## src/rtl/dskif_pkg.sv

```systemverilog
package dskif_pkg;

    localparam int DEV_W  = 3;
    localparam int CODE_W = 4;
    localparam int ACT_W  = 5;
    localparam int LEN_W  = 2;

    typedef enum logic [1:0] {
        OFS_WORD  = 2'd0,
        OFS_SPARE = 2'd1,
        OFS_CTRL  = 2'd2,
        OFS_ATTN  = 2'd3
    } ofs_e;

    typedef enum logic [ACT_W-1:0] {
        ACT_CMD   = 5'h01,
        ACT_EOI   = 5'h02,
        ACT_ABORT = 5'h03
    } act_e;

    localparam logic [7:0]        ATTN_RESET_BYTE = 8'hE4;
    localparam logic [CODE_W-1:0] CODE_DONE       = 4'h1;
    localparam logic [CODE_W-1:0] CODE_XFER_RDY   = 4'hB;
    localparam logic [7:0]        LONG_CMD_HI     = 8'h46;

    typedef struct packed {
        logic dma_en;
        logic int_pend;
        logic cmd_prog;
        logic busy;
        logic sts_full;
        logic cmd_full;
        logic xfer_req;
        logic irq;
    } bstat_t;

    function automatic logic [LEN_W-1:0] cmd_len_m1(input logic [7:0] op_hi);
        return (op_hi == LONG_CMD_HI) ? LEN_W'(3) : LEN_W'(1);
    endfunction

    function automatic logic [7:0] make_int_byte(input logic [DEV_W-1:0] dev,
                                                 input logic [CODE_W-1:0] code);
        return {dev, 1'b0, code};
    endfunction

endpackage

```

## src/rtl/dskif_cmd_path.sv

```systemverilog
module dskif_cmd_path
    import dskif_pkg::*;
#(
    parameter int WORD_W = 16
) (
    input  logic              clk,
    input  logic              rst,
    input  logic              flush,
    input  logic              start,
    input  logic              host_wr,
    input  logic [WORD_W-1:0] host_wdata,
    input  logic              take,
    output logic              full,
    output logic              in_prog,
    output logic [WORD_W-1:0] word,
    output logic              first,
    output logic              last,
    output logic              drop
);

    logic [LEN_W-1:0] idx_q;
    logic [LEN_W-1:0] len_m1_q;
    logic [LEN_W-1:0] cur_len_m1;
    logic             accept;

    assign cur_len_m1 = (idx_q == '0) ? cmd_len_m1(word[WORD_W-1 -: 8]) : len_m1_q;
    assign first      = full && (idx_q == '0);
    assign last       = full && (idx_q == cur_len_m1);
    assign accept     = host_wr && in_prog && !full;
    assign drop       = host_wr && !accept;

    always_ff @(posedge clk) begin
        if (rst || flush) begin
            full     <= 1'b0;
            in_prog  <= 1'b0;
            idx_q    <= '0;
            len_m1_q <= '0;
            word     <= '0;
        end else begin
            if (start) begin
                in_prog <= 1'b1;
                idx_q   <= '0;
            end
            if (accept) begin
                word <= host_wdata;
                full <= 1'b1;
            end
            if (take && full) begin
                full <= 1'b0;
                if (idx_q == '0)
                    len_m1_q <= cur_len_m1;
                if (last) begin
                    in_prog <= 1'b0;
                    idx_q   <= '0;
                end else begin
                    idx_q <= idx_q + LEN_W'(1);
                end
            end
        end
    end

    assert_cmd_hold_R3: assert property (@(posedge clk) disable iff (rst)
        (full && !take && !flush) |=> (full && $stable(word)));

    assert_len_end_R4: assert property (@(posedge clk) disable iff (rst)
        ($fell(in_prog) && !$past(flush)) |-> $past(take && last));

endmodule

```

## src/rtl/dskif_sts_path.sv

```systemverilog
module dskif_sts_path #(
    parameter int WORD_W = 16
) (
    input  logic              clk,
    input  logic              rst,
    input  logic              flush,
    input  logic              push,
    input  logic [WORD_W-1:0] push_word,
    input  logic              pop,
    output logic              full,
    output logic [WORD_W-1:0] word,
    output logic              ready
);

    assign ready = !full;

    always_ff @(posedge clk) begin
        if (rst || flush) begin
            full <= 1'b0;
            word <= '0;
        end else if (pop && full) begin
            full <= 1'b0;
        end else if (push && !full) begin
            full <= 1'b1;
            word <= push_word;
        end
    end

    assert_sts_hold_R5: assert property (@(posedge clk) disable iff (rst)
        (full && !pop && !flush) |=> (full && $stable(word)));

endmodule

```

## src/rtl/dskif_intr.sv

```systemverilog
module dskif_intr
    import dskif_pkg::*;
(
    input  logic              clk,
    input  logic              rst,
    input  logic              flush,
    input  logic              done,
    input  logic [DEV_W-1:0]  done_dev,
    input  logic [CODE_W-1:0] done_code,
    input  logic              eoi,
    input  logic              int_en,
    output logic              pend,
    output logic [7:0]        stat_byte,
    output logic              irq
);

    assign irq = pend && int_en;

    always_ff @(posedge clk) begin
        if (rst || flush) begin
            pend      <= 1'b0;
            stat_byte <= '0;
        end else if (done) begin
            pend      <= 1'b1;
            stat_byte <= make_int_byte(done_dev, done_code);
        end else if (eoi) begin
            pend <= 1'b0;
        end
    end

    assert_pend_src_R6: assert property (@(posedge clk) disable iff (rst)
        $rose(pend) |-> $past(done));

    assert_eoi_clear_R9: assert property (@(posedge clk) disable iff (rst)
        (eoi && !done) |=> (!pend && !irq));

endmodule

```

## src/rtl/dskif_host_front.sv

```systemverilog
module dskif_host_front
    import dskif_pkg::*;
#(
    parameter int WORD_W = 16
) (
    input  logic              clk,
    input  logic              rst,
    input  logic              hst_sel,
    input  logic              hst_wr,
    input  logic [1:0]        hst_addr,
    input  logic [WORD_W-1:0] hst_wdata,
    output logic [WORD_W-1:0] hst_rdata,
    output logic              hst_irq,
    output logic              hst_proto_err,
    output logic              be_cmd_valid,
    output logic [WORD_W-1:0] be_cmd_word,
    output logic              be_cmd_first,
    output logic              be_cmd_last,
    output logic [DEV_W-1:0]  be_cmd_dev,
    input  logic              be_cmd_take,
    output logic              be_abort,
    input  logic              be_sts_valid,
    input  logic [WORD_W-1:0] be_sts_word,
    output logic              be_sts_ready,
    input  logic              be_done_valid,
    input  logic [CODE_W-1:0] be_done_code,
    input  logic              be_xfer_req
);

    localparam int DEV_LSB = 8 - DEV_W;

    // host access decode
    logic wr_word, rd_word, wr_ctrl, wr_attn;
    assign wr_word = hst_sel &&  hst_wr && (hst_addr == OFS_WORD);
    assign rd_word = hst_sel && !hst_wr && (hst_addr == OFS_WORD);
    assign wr_ctrl = hst_sel &&  hst_wr && (hst_addr == OFS_CTRL);
    assign wr_attn = hst_sel &&  hst_wr && (hst_addr == OFS_ATTN);

    logic [ACT_W-1:0] act;
    logic [DEV_W-1:0] att_dev;
    logic att_rst, att_cmd, att_eoi, att_abort, cmd_ok, att_rej;
    assign act       = hst_wdata[ACT_W-1:0];
    assign att_dev   = hst_wdata[7:DEV_LSB];
    assign att_rst   = wr_attn && (hst_wdata[7:0] == ATTN_RESET_BYTE);
    assign att_cmd   = wr_attn && !att_rst && (act == ACT_CMD);
    assign att_eoi   = wr_attn && !att_rst && (act == ACT_EOI);
    assign att_abort = wr_attn && !att_rst && (act == ACT_ABORT);

    logic busy_q, pend;
    logic [DEV_W-1:0] dev_q;
    logic [1:0]       ctl_q;
    logic             perr_q;

    assign cmd_ok  = att_cmd && !busy_q && !pend;
    assign att_rej = att_cmd && !cmd_ok;

    // command holding path
    logic cmd_full, cmd_prog, cmd_drop;
    dskif_cmd_path #(.WORD_W(WORD_W)) u_cmd (
        .clk        (clk),
        .rst        (rst),
        .flush      (att_rst || att_abort),
        .start      (cmd_ok),
        .host_wr    (wr_word),
        .host_wdata (hst_wdata),
        .take       (be_cmd_take),
        .full       (cmd_full),
        .in_prog    (cmd_prog),
        .word       (be_cmd_word),
        .first      (be_cmd_first),
        .last       (be_cmd_last),
        .drop       (cmd_drop)
    );

    // status holding path
    logic             sts_full;
    logic [WORD_W-1:0] sts_word;
    dskif_sts_path #(.WORD_W(WORD_W)) u_sts (
        .clk       (clk),
        .rst       (rst),
        .flush     (att_rst),
        .push      (be_sts_valid),
        .push_word (be_sts_word),
        .pop       (rd_word),
        .full      (sts_full),
        .word      (sts_word),
        .ready     (be_sts_ready)
    );

    // interrupt latch; an abort completes with its own device and code
    logic              irq_done;
    logic [DEV_W-1:0]  irq_dev;
    logic [CODE_W-1:0] irq_code;
    logic [7:0]        int_byte;
    assign irq_done = be_done_valid || att_abort;
    assign irq_dev  = att_abort ? att_dev : dev_q;
    assign irq_code = att_abort ? CODE_DONE : be_done_code;

    dskif_intr u_intr (
        .clk       (clk),
        .rst       (rst),
        .flush     (att_rst),
        .done      (irq_done),
        .done_dev  (irq_dev),
        .done_code (irq_code),
        .eoi       (att_eoi),
        .int_en    (ctl_q[0]),
        .pend      (pend),
        .stat_byte (int_byte),
        .irq       (hst_irq)
    );

    always_ff @(posedge clk) begin
        if (rst || att_rst) begin
            busy_q <= 1'b0;
            dev_q  <= '0;
            ctl_q  <= '0;
            perr_q <= 1'b0;
        end else begin
            if (cmd_ok) begin
                busy_q <= 1'b1;
                dev_q  <= att_dev;
            end else if (att_abort) begin
                busy_q <= 1'b0;
            end else if (be_done_valid && (be_done_code != CODE_XFER_RDY)) begin
                busy_q <= 1'b0;
            end
            if (wr_ctrl)
                ctl_q <= hst_wdata[1:0];
            if (att_rej || cmd_drop)
                perr_q <= 1'b1;
        end
    end

    bstat_t bstat;
    always_comb begin
        bstat.dma_en   = ctl_q[1];
        bstat.int_pend = pend;
        bstat.cmd_prog = cmd_prog;
        bstat.busy     = busy_q;
        bstat.sts_full = sts_full;
        bstat.cmd_full = cmd_full;
        bstat.xfer_req = be_xfer_req;
        bstat.irq      = hst_irq;
    end

    always_comb begin
        unique case (hst_addr)
            OFS_WORD: hst_rdata = sts_word;
            OFS_CTRL: hst_rdata = WORD_W'(bstat);
            OFS_ATTN: hst_rdata = WORD_W'(int_byte);
            default:  hst_rdata = '0;
        endcase
    end

    assign hst_proto_err = perr_q;
    assign be_cmd_valid  = cmd_full;
    assign be_cmd_dev    = dev_q;
    assign be_abort      = att_abort;

    assert_att_block_R8: assert property (@(posedge clk) disable iff (rst)
        att_rej |=> hst_proto_err);

    assert_att_start_R8: assert property (@(posedge clk) disable iff (rst)
        cmd_ok |=> (busy_q && cmd_prog && (be_cmd_dev == $past(att_dev))));

    assert_att_reset_R11: assert property (@(posedge clk) disable iff (rst)
        att_rst |=> (bstat[7:1] == '0 && !hst_proto_err && int_byte == '0));

    assert_abort_R10: assert property (@(posedge clk) disable iff (rst)
        (att_abort && !att_rst) |=> (pend && !busy_q && !cmd_full && !cmd_prog));

endmodule

```

## config.mk

```make
export PLATFORM = sky130hd
export DESIGN_NAME = dskif_host_front
export DESIGN_NICKNAME = d
export VERILOG_FILES = /design/src/rtl/dskif_pkg.sv /design/src/rtl/dskif_cmd_path.sv /design/src/rtl/dskif_sts_path.sv /design/src/rtl/dskif_intr.sv /design/src/rtl/dskif_host_front.sv
export SDC_FILE = /design/constraint.sdc
export NUM_CORES = 1
export LEC_CHECK = 0
export BUFFER_PORTS_ARGS = -buffer_cell sky130_fd_sc_hd__buf_2
export CAP_MARGIN = 0
export CORE_AREA = 2 2 74 76
export DETAILED_ROUTE_END_ITERATION = 12
export DIE_AREA = 0 0 76 78
export PLACE_DENSITY = 0.82
export SYNTH_ARGS = -nofsm -noshare
export SYNTH_HDL_FRONTEND = slang
export SYNTH_HIERARCHICAL = 1
export SYNTH_SLANG_ARGS = --single-unit
```

## constraint.sdc

```tcl
create_clock -name clk -period 7.15 [get_ports clk]
set_clock_uncertainty 0.15 [all_clocks]
set_input_delay 1.43 -clock clk [delete_from_list [all_inputs] [get_ports clk]]
set_output_delay 1.43 -clock clk [all_outputs]
set_load 0.02 [all_outputs]
```

==> results of run 1 <==
metal layers:
metal / vias up / track usage (%) / wire (um)
li1: 1163 / - / -
met1: 1028 / 27.0 / 2790
met2: 79 / 36.1 / 2860
met3: 7 / 4.53 / 347
met4: 0 / 6.55 / 70
met5: - / 0 / 0
worst max-delay path, stage by stage:
cell      delay, ns
buf_2          0.25
nand4b_1       0.24
or3_1          0.59
inv_1          0.15
buf_2          0.18
power groups by stage:
stage | sequential, mW | combinational, mW | clock (mW)
3_5_place_dp | 0.321 | 0.0657 | 0
5_1_grt | 0.315 | 0.0729 | 0.222
3_3_place_gp | 0.321 | 0.0643 | 0
6_report | 0.314 | 0.0661 | 0.206
2_1_floorplan | 0.320 | 0.0464 | 0
4_1_cts | 0.314 | 0.0662 | 0.211
final timing paths:
path	start	to	slack [ns]	depth (start not counted)
worst max register to register	u_sts/full$_SDFFE_PP0P_	u_sts/word[0]$_SDFFE_PP0P_	5.45	3
worst min-delay path	u_sts/word[11]$_SDFFE_PP0P_	u_sts/word[11]$_SDFFE_PP0P_	0.31	2
worst max-delay path	hst_addr[0]	be_abort	2.73	5
worst min register to register	u_sts/word[11]$_SDFFE_PP0P_	u_sts/word[11]$_SDFFE_PP0P_	0.31	2
kinds of logic (layout without fill, tap and decap cells):
kind of cell,count (synthesis),after routing,synth area share [%]
other,1,1,0.142
muxes,21,21,8.88
xor gates and xnor gates,2,2,0.661
AOI/OAI and AO/OA,58,58,14.9
adders and majority gates,1,1,0.472
buffers and inverters,25,102,6.23
DFF,54,54,40.8
and+or+nand+nor,139,139,27.9
synth_stat cells, drive strengths merged (4+ instances only):
| cell | number | area [um2] |
|---|---|---|
| a22o | 8 | 70.1 |
| buf | 16 | 131 |
| nor2 | 19 | 76.3 |
| nand2b | 5 | 31.3 |
| a21oi | 41 | 246 |
| inv | 7 | 26.3 |
| o21ai | 4 | 20.0 |
| mux2i | 10 | 100 |
| nand2 | 67 | 274 |
| nand3 | 4 | 25.0 |
| dfxtp | 54 | 1080 |
| mux2 | 11 | 135 |
| or2 | 5 | 31.3 |
| and2 | 16 | 100 |
layout make-up:
type	instances	share of cell area (%)
Clock buffer	5	2.19
Clock inverter	3	1.43
Inverter	7	0.835
Multi-Input combinational cell	222	44.6
Sequential cell	54	34.3
Tap cell	70	2.78
Timing Repair Buffer	87	13.8
through the flow:
| step | std cells | setup slack (ns) | util (%) |
|---|---|---|---|
| CTS | 448 | 2.73 | 62.4 |
| detailed placement | 440 | 2.73 | 60.2 |
| global route | 448 | 2.56 | 62.4 |
| floorplan | 301 | 3.13 | - |
| finish | 448 | 2.73 | 62.4 |
| global placement | 440 | 2.75 | 60.2 |
registers in the layout (all words and copies together), names as in the netlist:
signal / count
u_cmd/word: 16
u_sts/word: 16
u_intr/stat_byte: 7
be_cmd_dev: 3
ctl_q: 2
u_cmd/idx_q: 2
u_cmd/len_m1_q: 2
busy_q: 1
hst_proto_err: 1
u_cmd/full: 1
u_cmd/in_prog: 1
u_intr/pend: 1
u_sts/full: 1
==> qor.yml, run 1 <==
die:
  die_area_um2: 5930
  core_um2: 5040
  die_x_um: 76
  fp.dieH_um: 78
  io_pins: 88
  start_util_pct: 52.6
  rows: 26
clock_network:
  cts.path.max_buffers: 2
  clock-sinks: 54
  cts_tree: "built"
  path_clk_slew_ns: 0.10
  holdBufCountCts: 0
  clkLatencyLatePin_ns: 0.31
  postCtsSetupBuffers: 0
  cts_root_buffer: "clkbuf_8"
  numCtsBuffers: 5
  cts_resized: 0
  htreeDepth: 2
pwr:
  p_sw_share_pct: 24.8
  seq_power_share_pct: 53.6
  p_switching_mw: 0.145
  power.share.clock_pct: 35.1
  p_leak_nw: 1.39
  p_comb_share_pct: 11.3
  ir_worst_vdd_mv: 0.0970
  p_int_mw: 0.440
  powerDensity_nw_per_um2: 186
  total_power_mw: 0.585
timing:
  hold_slack_ns: 0.308
  drv_slew: 0
  max_freq_mhz: 226
  rsz0062_at_grt: "false"
  tns_ns: 0
  fin_crit_sh_pct: 61.8
  tightest_slew_ns: 1.02
  relSlewSlack_pct: 32.2
  min_period_ns: 4.42
  setup_viol: 0
  hold_viol: 0
layout:
  synthToLayoutAreaGrowth_pct: 18.8
  multi_input_area_um2: 1400
  stdcell_area_um2: 3150
  seq_area_um2: 1080
  layout.cells.most_common: "buf_2"
  n_antenna_cell: 0
  n_fill_cell: 462
  nets: 424
  drive_above_1_share_pct: 36.0
  layout_common_cells: "buf_2, nand2_1, dfxtp_1"
logic_synthesis:
  synth_area_um2: 2650
  synth_edf_count: 0
  syn_nets: 348
  async_flop_share_pct: 0
  netlist_instances: 301
  yosys_warnings: 6
  synth_seq_cells: 54
  avgSynthCellArea_um2: 8.80
  synth_ff_type: "dfxtp_1"
  synthDistinctLibCells: 51
  ys_seq_area_share_pct: 40.8
place:
  dpl_cell_area_um2: 3030
  hpwlAfterDp_um: 4480
  portBuffers: 87
  place.gp.congestion: 0.790
routing:
  drc: 0
  vias: 2277
  wl_um: 6070
  wl_per_cell_um: 13.5
  vias_per_cell: 5.08
  antenna_left: 0
  dr.pass1.iters: 4
  drtIter0Drc: 78
setup_path:
  worstSetupPathType: "in2out"
  critical_path_arrival_ns: 2.84
  worstSetupStartpointType: "primary input"
  required_ns: 5.57
  critical_path.max_fanout: 15
  worst_setup_path_end_kind: "primary output"
run_status:
  status: "finished, final reports clean"
global_route:
  grt_max_degree: 21
  overflow: 0
  grt_antenna_before_repair: 0
  grt_pass1_wl_um: 10300
  grtUsageTotal_pct: 21.2
  grt_pass1_vias: 2259
flow_run:
  drv_cap: 0
hold_path:
  min_path_type: "reg2reg"
Note: power is estimated with default switching activity, not from simulation.
==> run 2, diff against run 1 <==
--- a/config.mk
+++ b/config.mk
@@ -7,10 +7,10 @@
 export LEC_CHECK = 0
 export BUFFER_PORTS_ARGS = -buffer_cell sky130_fd_sc_hd__buf_2
 export CAP_MARGIN = 0
-export CORE_AREA = 2 2 74 76
+export CORE_AREA = 2 2 76 78
 export DETAILED_ROUTE_END_ITERATION = 12
-export DIE_AREA = 0 0 76 78
-export PLACE_DENSITY = 0.82
+export DIE_AREA = 0 0 78 80
+export PLACE_DENSITY = 0.78
 export SYNTH_ARGS = -nofsm -noshare
 export SYNTH_HDL_FRONTEND = slang
 export SYNTH_HIERARCHICAL = 1
==> constraint.sdc (replaced) <==
create_clock -name clk -period 4.3 [get_ports clk]
set_clock_uncertainty 0.15 [all_clocks]
set_input_delay 0.86 -clock clk [delete_from_list [all_inputs] [get_ports clk]]
set_output_delay 0.86 -clock clk [all_outputs]
set_load 0.02 [all_outputs]
==> qor.yml, run 2 (same netlist as run 1, synthesis figures left out) <==
pwr:
  p_sw_share_pct: 25.5
  p_int_mw: 0.674
  ir_worst_vdd_mv: 0.197
  p_comb_share_pct: 12.1
  p_leak_nw: 1.39
  p_switching_mw: 0.231
  power.share.clock_pct: 30.3
  seq_power_share_pct: 57.6
  powerDensity_nw_per_um2: 289
routing:
  dr.pass1.iters: 4
  vias_per_cell: 4.97
  vias: 2240
  drtIter0Drc: 105
  wl_per_cell_um: 13.1
  antenna_left: 0
  drc: 0
  wl_um: 5920
setup_path:
  worstSetupPathType: "in2out"
  worstSetupStartpointType: "primary input"
  critical_path_arrival_ns: 2.24
  slowest_stage: "or3_1"
  crit_top_cell: "buf_2"
  cp_num_buf_inv: 3
  critical_path.max_fanout: 15
  required_ns: 3.29
  slowest_delay_ns: 0.58
  worst_setup_path_end_kind: "primary output"
  cp_cell_sequence: "buf_2 -> nand4b_1 -> or3_1 -> inv_1 -> buf_2"
  crit_family: "simple AND/OR/NAND/NOR gates"
layout:
  largestRegisters: "u_cmd/word (16), u_sts/word (16), u_intr/stat_byte (7)"
  nets: 425
  synthToLayoutAreaGrowth_pct: 18.1
  drive_above_1_share_pct: 35.9
  n_antenna_cell: 0
  n_fill_cell: 498
  final_core_util_pct: 57.9
  layout.cells.most_common: "buf_2"
  layout_common_cells: "buf_2, nand2_1, dfxtp_1"
clock_network:
  path_clk_slew_ns: 0.09
  cts_resized: 0
  cts.path.max_buffers: 2
  cts_tree: "built"
  cts_root_buffer: "clkbuf_8"
  clkLatencyLatePin_ns: 0.30
  htreeDepth: 2
  clock-sinks: 54
  numCtsBuffers: 5
  holdBufCountCts: 0
  postCtsSetupBuffers: 0
timing:
  min_period_ns: 3.25
  tns_ns: 0
  fin_crit_sh_pct: 75.6
  rsz0062_at_grt: "false"
  relSlewSlack_pct: 31.2
  max_freq_mhz: 307
  hold_viol: 0
  setup_viol: 0
  drv_slew: 0
  tightest_slew_ns: 1.03
run_status:
  status: "finished, final reports clean"
die:
  die_area_um2: 6240
  core_um2: 5410
  start_util_pct: 49.0
  die_x_um: 78
  rows: 27
  io_pins: 88
  fp.dieH_um: 80
global_route:
  grtUsageTotal_pct: 18.9
  overflow: 0
  grt_pass1_wl_um: 9560
  grt_max_degree: 21
  grt_pass1_vias: 2055
  grt_antenna_before_repair: 0
hold_path:
  min_path_type: "reg2reg"
place:
  hpwlAfterDp_um: 4450
  portBuffers: 87
  place.gp.congestion: 0.791
flow_run:
  drv_cap: 0
## run 2: final timing paths
kind | startpoint | end | slack (ns) | depth (start not counted)
setup / recovery | hst_addr[0] | be_abort | 1.05 | 5
hold / removal | u_sts/word[11]$_SDFFE_PP0P_ | u_sts/word[11]$_SDFFE_PP0P_ | 0.30 | 2
hold reg to reg | u_sts/word[11]$_SDFFE_PP0P_ | u_sts/word[11]$_SDFFE_PP0P_ | 0.30 | 2
setup reg to reg | u_sts/full$_SDFFE_PP0P_ | u_sts/word[7]$_SDFFE_PP0P_ | 2.54 | 3
## run 2: worst min-delay path, stage by stage, from the launching register on
cell and delay (ns):
dfxtp_1 0.31, nand2_1 0.05, a21oi_1 0.05
## run 2: area by class of cell
class	count	area (um2)	share of cell area (%)
multi-input combinational	222	1400	44.8
sequential	54	1080	34.5
timing repair buffer	88	443	14.1
tap	72	90.1	2.88
clock buffer	6	72.6	2.32
inverter	7	26.3	0.839
clock inverter	2	13.8	0.440
## run 2: power by group through the flow
| stage | clock network [mW] | logic [mW] | registers, mW |
|---|---|---|---|
| after floorplan | 0 | 0.0771 | 0.531 |
| after global placement | 0 | 0.107 | 0.533 |
| after detailed placement | 0 | 0.109 | 0.533 |
| after CTS | 0.280 | 0.110 | 0.521 |
| after global routing | 0.305 | 0.120 | 0.523 |
| final | 0.275 | 0.110 | 0.521 |
## run 2: layer usage
layer	vias to the layer above	GRT usage [%]	routed length (um)
li1	1168	-	-
met1	991	25.6	2840
met2	77	30.4	2670
met3	4	4.75	376
met4	0	4.39	40
met5	-	0	0
## run 2: per-stage QoR
step	cells	setup slack (ns)	area (um2)	power (mW)	hold WS [ns]
2_1_floorplan	301	1.29	2650	0.609	0.282
3_3_place_gp	443	1.06	3040	0.640	0.289
3_5_place_dp	443	0.986	3040	0.642	0.292
4_1_cts	451	1.06	3130	0.911	0.305
5_1_grt	451	0.975	3130	0.949	0.325
6_report	451	1.05	3130	0.906	0.303
==> run 3, diff against run 2 <==
--- a/config.mk
+++ b/config.mk
@@ -7,10 +7,10 @@
 export LEC_CHECK = 0
 export BUFFER_PORTS_ARGS = -buffer_cell sky130_fd_sc_hd__buf_2
 export CAP_MARGIN = 0
-export CORE_AREA = 2 2 76 78
+export CORE_AREA = 2 2 80 82
 export DETAILED_ROUTE_END_ITERATION = 12
-export DIE_AREA = 0 0 78 80
-export PLACE_DENSITY = 0.78
+export DIE_AREA = 0 0 82 84
+export PLACE_DENSITY = 0.74
 export SYNTH_ARGS = -nofsm -noshare
 export SYNTH_HDL_FRONTEND = slang
 export SYNTH_HIERARCHICAL = 1
==> constraint.sdc (replaced) <==
create_clock -name clk -period 2.6 [get_ports clk]
set_clock_uncertainty 0.15 [all_clocks]
set_input_delay 0.52 -clock clk [delete_from_list [all_inputs] [get_ports clk]]
set_output_delay 0.52 -clock clk [all_outputs]
set_load 0.02 [all_outputs]
==> qor.yml, run 3 (same netlist as run 1, synthesis figures left out) <==
timing:
  hold_viol: 0
  setup_viol: 0
  min_period_ns: 2.46
  rsz0062_at_grt: "false"
  hold_slack_ns: 0.293
  fin_crit_sh_pct: 94.5
  tns_ns: 0
  relSlewSlack_pct: 55.9
  drv_slew: 0
  max_freq_mhz: 407
  tightest_slew_ns: 0.660
die:
  rows: 29
  fp.dieH_um: 84
  die_area_um2: 6890
  start_util_pct: 43.5
  core_um2: 6100
  io_pins: 88
  die_x_um: 82
layout:
  drive_above_1_share_pct: 38.9
  seq_area_um2: 1080
  layout_common_cells: "buf_2, nand2_1, dfxtp_1"
  nets: 439
  multi_input_area_um2: 1410
  n_antenna_cell: 0
  layout.cells.most_common: "buf_2"
  n_fill_cell: 597
  largestRegisters: "u_cmd/word (16), u_sts/word (16), u_intr/stat_byte (7)"
  synthToLayoutAreaGrowth_pct: 23.9
routing:
  wl_um: 6340
  drc: 0
  vias_per_cell: 4.97
  antenna_left: 0
  dr.pass1.iters: 4
  vias: 2334
  drtIter0Drc: 73
  wl_per_cell_um: 13.5
clock_network:
  clkLatencyLatePin_ns: 0.30
  cts_tree: "built"
  holdBufCountCts: 0
  path_clk_slew_ns: 0.09
  htreeDepth: 2
  cts_root_buffer: "clkbuf_8"
  cts.path.max_buffers: 2
  clock-sinks: 54
  numCtsBuffers: 5
hold_path:
  min_delay_path_depth: 3
  min_path_type: "in2reg"
  worstHoldStart: "be_sts_word[8]"
  holdPathEnd: "u_sts/word[8]$_SDFFE_PP0P_"
setup_path:
  r2r_end: "u_cmd/in_prog$_SDFF_PP0_"
  worstSetupStartpointType: "flop"
  critical_path_arrival_ns: 1.79
  slowest_delay_ns: 0.37
  r2r.worst_path.cells: 6
  required_ns: 1.93
  cp_num_buf_inv: 1
  cp_cell_sequence: "nor4_4 -> a41oi_2 -> xnor2_1 -> nor2_2 -> and2_1 -> buf_2"
  crit_family: "simple AND/OR/NAND/NOR gates"
  critical_path.max_fanout: 3
  worst_setup_path_end_kind: "primary output"
  worstSetupPathType: "reg2out"
  rrSetupSlack_ns: 0.93
  r2r-start: "u_cmd/word[13]$_SDFFE_PP0P_"
  slowest_stage: "nor4_4"
global_route:
  grt_max_degree: 18
  grtUsageTotal_pct: 19.0
  grt_pass1_vias: 2218
  grt_pass1_wl_um: 10400
  grt_antenna_before_repair: 0
  overflow: 0
flow_run:
  drv_cap: 0
place:
  place.gp.congestion: 0.822
  portBuffers: 87
  hpwlAfterDp_um: 4850
pwr:
  ir_worst_vdd_mv: 0.255
  powerDensity_nw_per_um2: 485
  p_leak_nw: 1.47
run_status:
  status: "finished, final reports clean"
==> run 3: cell types whose count changed in the layout (fill, tap and decap cells not counted) <==
cell      previous run  this run
clkbuf_8             5         8
ha_1                 1         0
buf_4                1        14
ha_2                 0         1
buf_12               0         1
clkinv_2             1         0
nor2_1              17        16
clkinv_4             1         0
clkbuf_1             1         0
nor2_2               2         3
==> run 3: final cells by class <==
| cell class | instances | area share (%) |
|---|---|---|
| clock buffers | 8 | 3.35 |
| inverters | 7 | 0.800 |
| multi-input cells | 222 | 42.9 |
| flip-flops and latches | 54 | 32.9 |
| well taps | 77 | 2.93 |
| repair buffers | 102 | 17.1 |
==> run 3: repair_timing <==
action,CTS,global route
gates resized for setup,0,1
buffers inserted,0,1
setup endpoints to repair,0,1
hold endpoints to repair,0,0
==> run 3: how the worst max path moves through the flow <==
| stage | slack [ns] | startpoint | to | cells after the start |
|---|---|---|---|---|
| after global placement | 0.21 | hst_wr | u_cmd/full$_SDFFE_PP0P_ | 8 |
| final | 0.14 | u_cmd/word[13]$_SDFFE_PP0P_ | be_cmd_last | 6 |
| after detailed placement | 0.21 | hst_wr | u_cmd/full$_SDFFE_PP0P_ | 8 |
| after CTS | 0.04 | u_cmd/idx_q[0]$_SDFFE_PP0P_ | be_cmd_last | 8 |
| after global routing | 0.06 | u_cmd/idx_q[0]$_SDFFE_PP0P_ | be_cmd_last | 8 |
| after floorplan | 0.01 | hst_addr[1] | hst_proto_err$_SDFFE_PP0P_ | 11 |
==> run 3: worst register-to-register path, stage by stage, from the launching register on <==
cell	delay (ns)
dfxtp_1	0.36
nor4_4	0.37
a41oi_2	0.20
xnor2_1	0.21
nor2_2	0.06
buf_4	0.14
a21oi_1	0.13
==> run 3: per-layer routing <==
metal / share of wire [%] / global-route usage [%] / vias up
met2: 48 / 31.4 / 68
met5: 0 / 0 / -
met4: 0.36 / 3.03 / 0
li1: - / - / 1188
met1: 45 / 24.8 / 1074
met3: 6.6 / 5.30 / 4
==> run 3: through the flow <==
step	power [mW]	cells	cell area, um2	utilization, %	setup WS (ns)
floorplan	1.01	301	2650	-	0.0140
global placement	1.08	461	3160	51.9	0.208
detailed placement	1.08	461	3160	51.9	0.206
CTS	1.61	469	3270	53.7	0.0380
global route	1.67	470	3280	53.9	0.0618
finish	1.59	470	3280	53.9	0.143
==> run 3: report_power, final <==
part | internal [mW] | switching [mW]
logic | 0.0885 | 0.110
registers | 0.849 | 0.0128
clock network | 0.269 | 0.262
total | 1.21 | 0.385
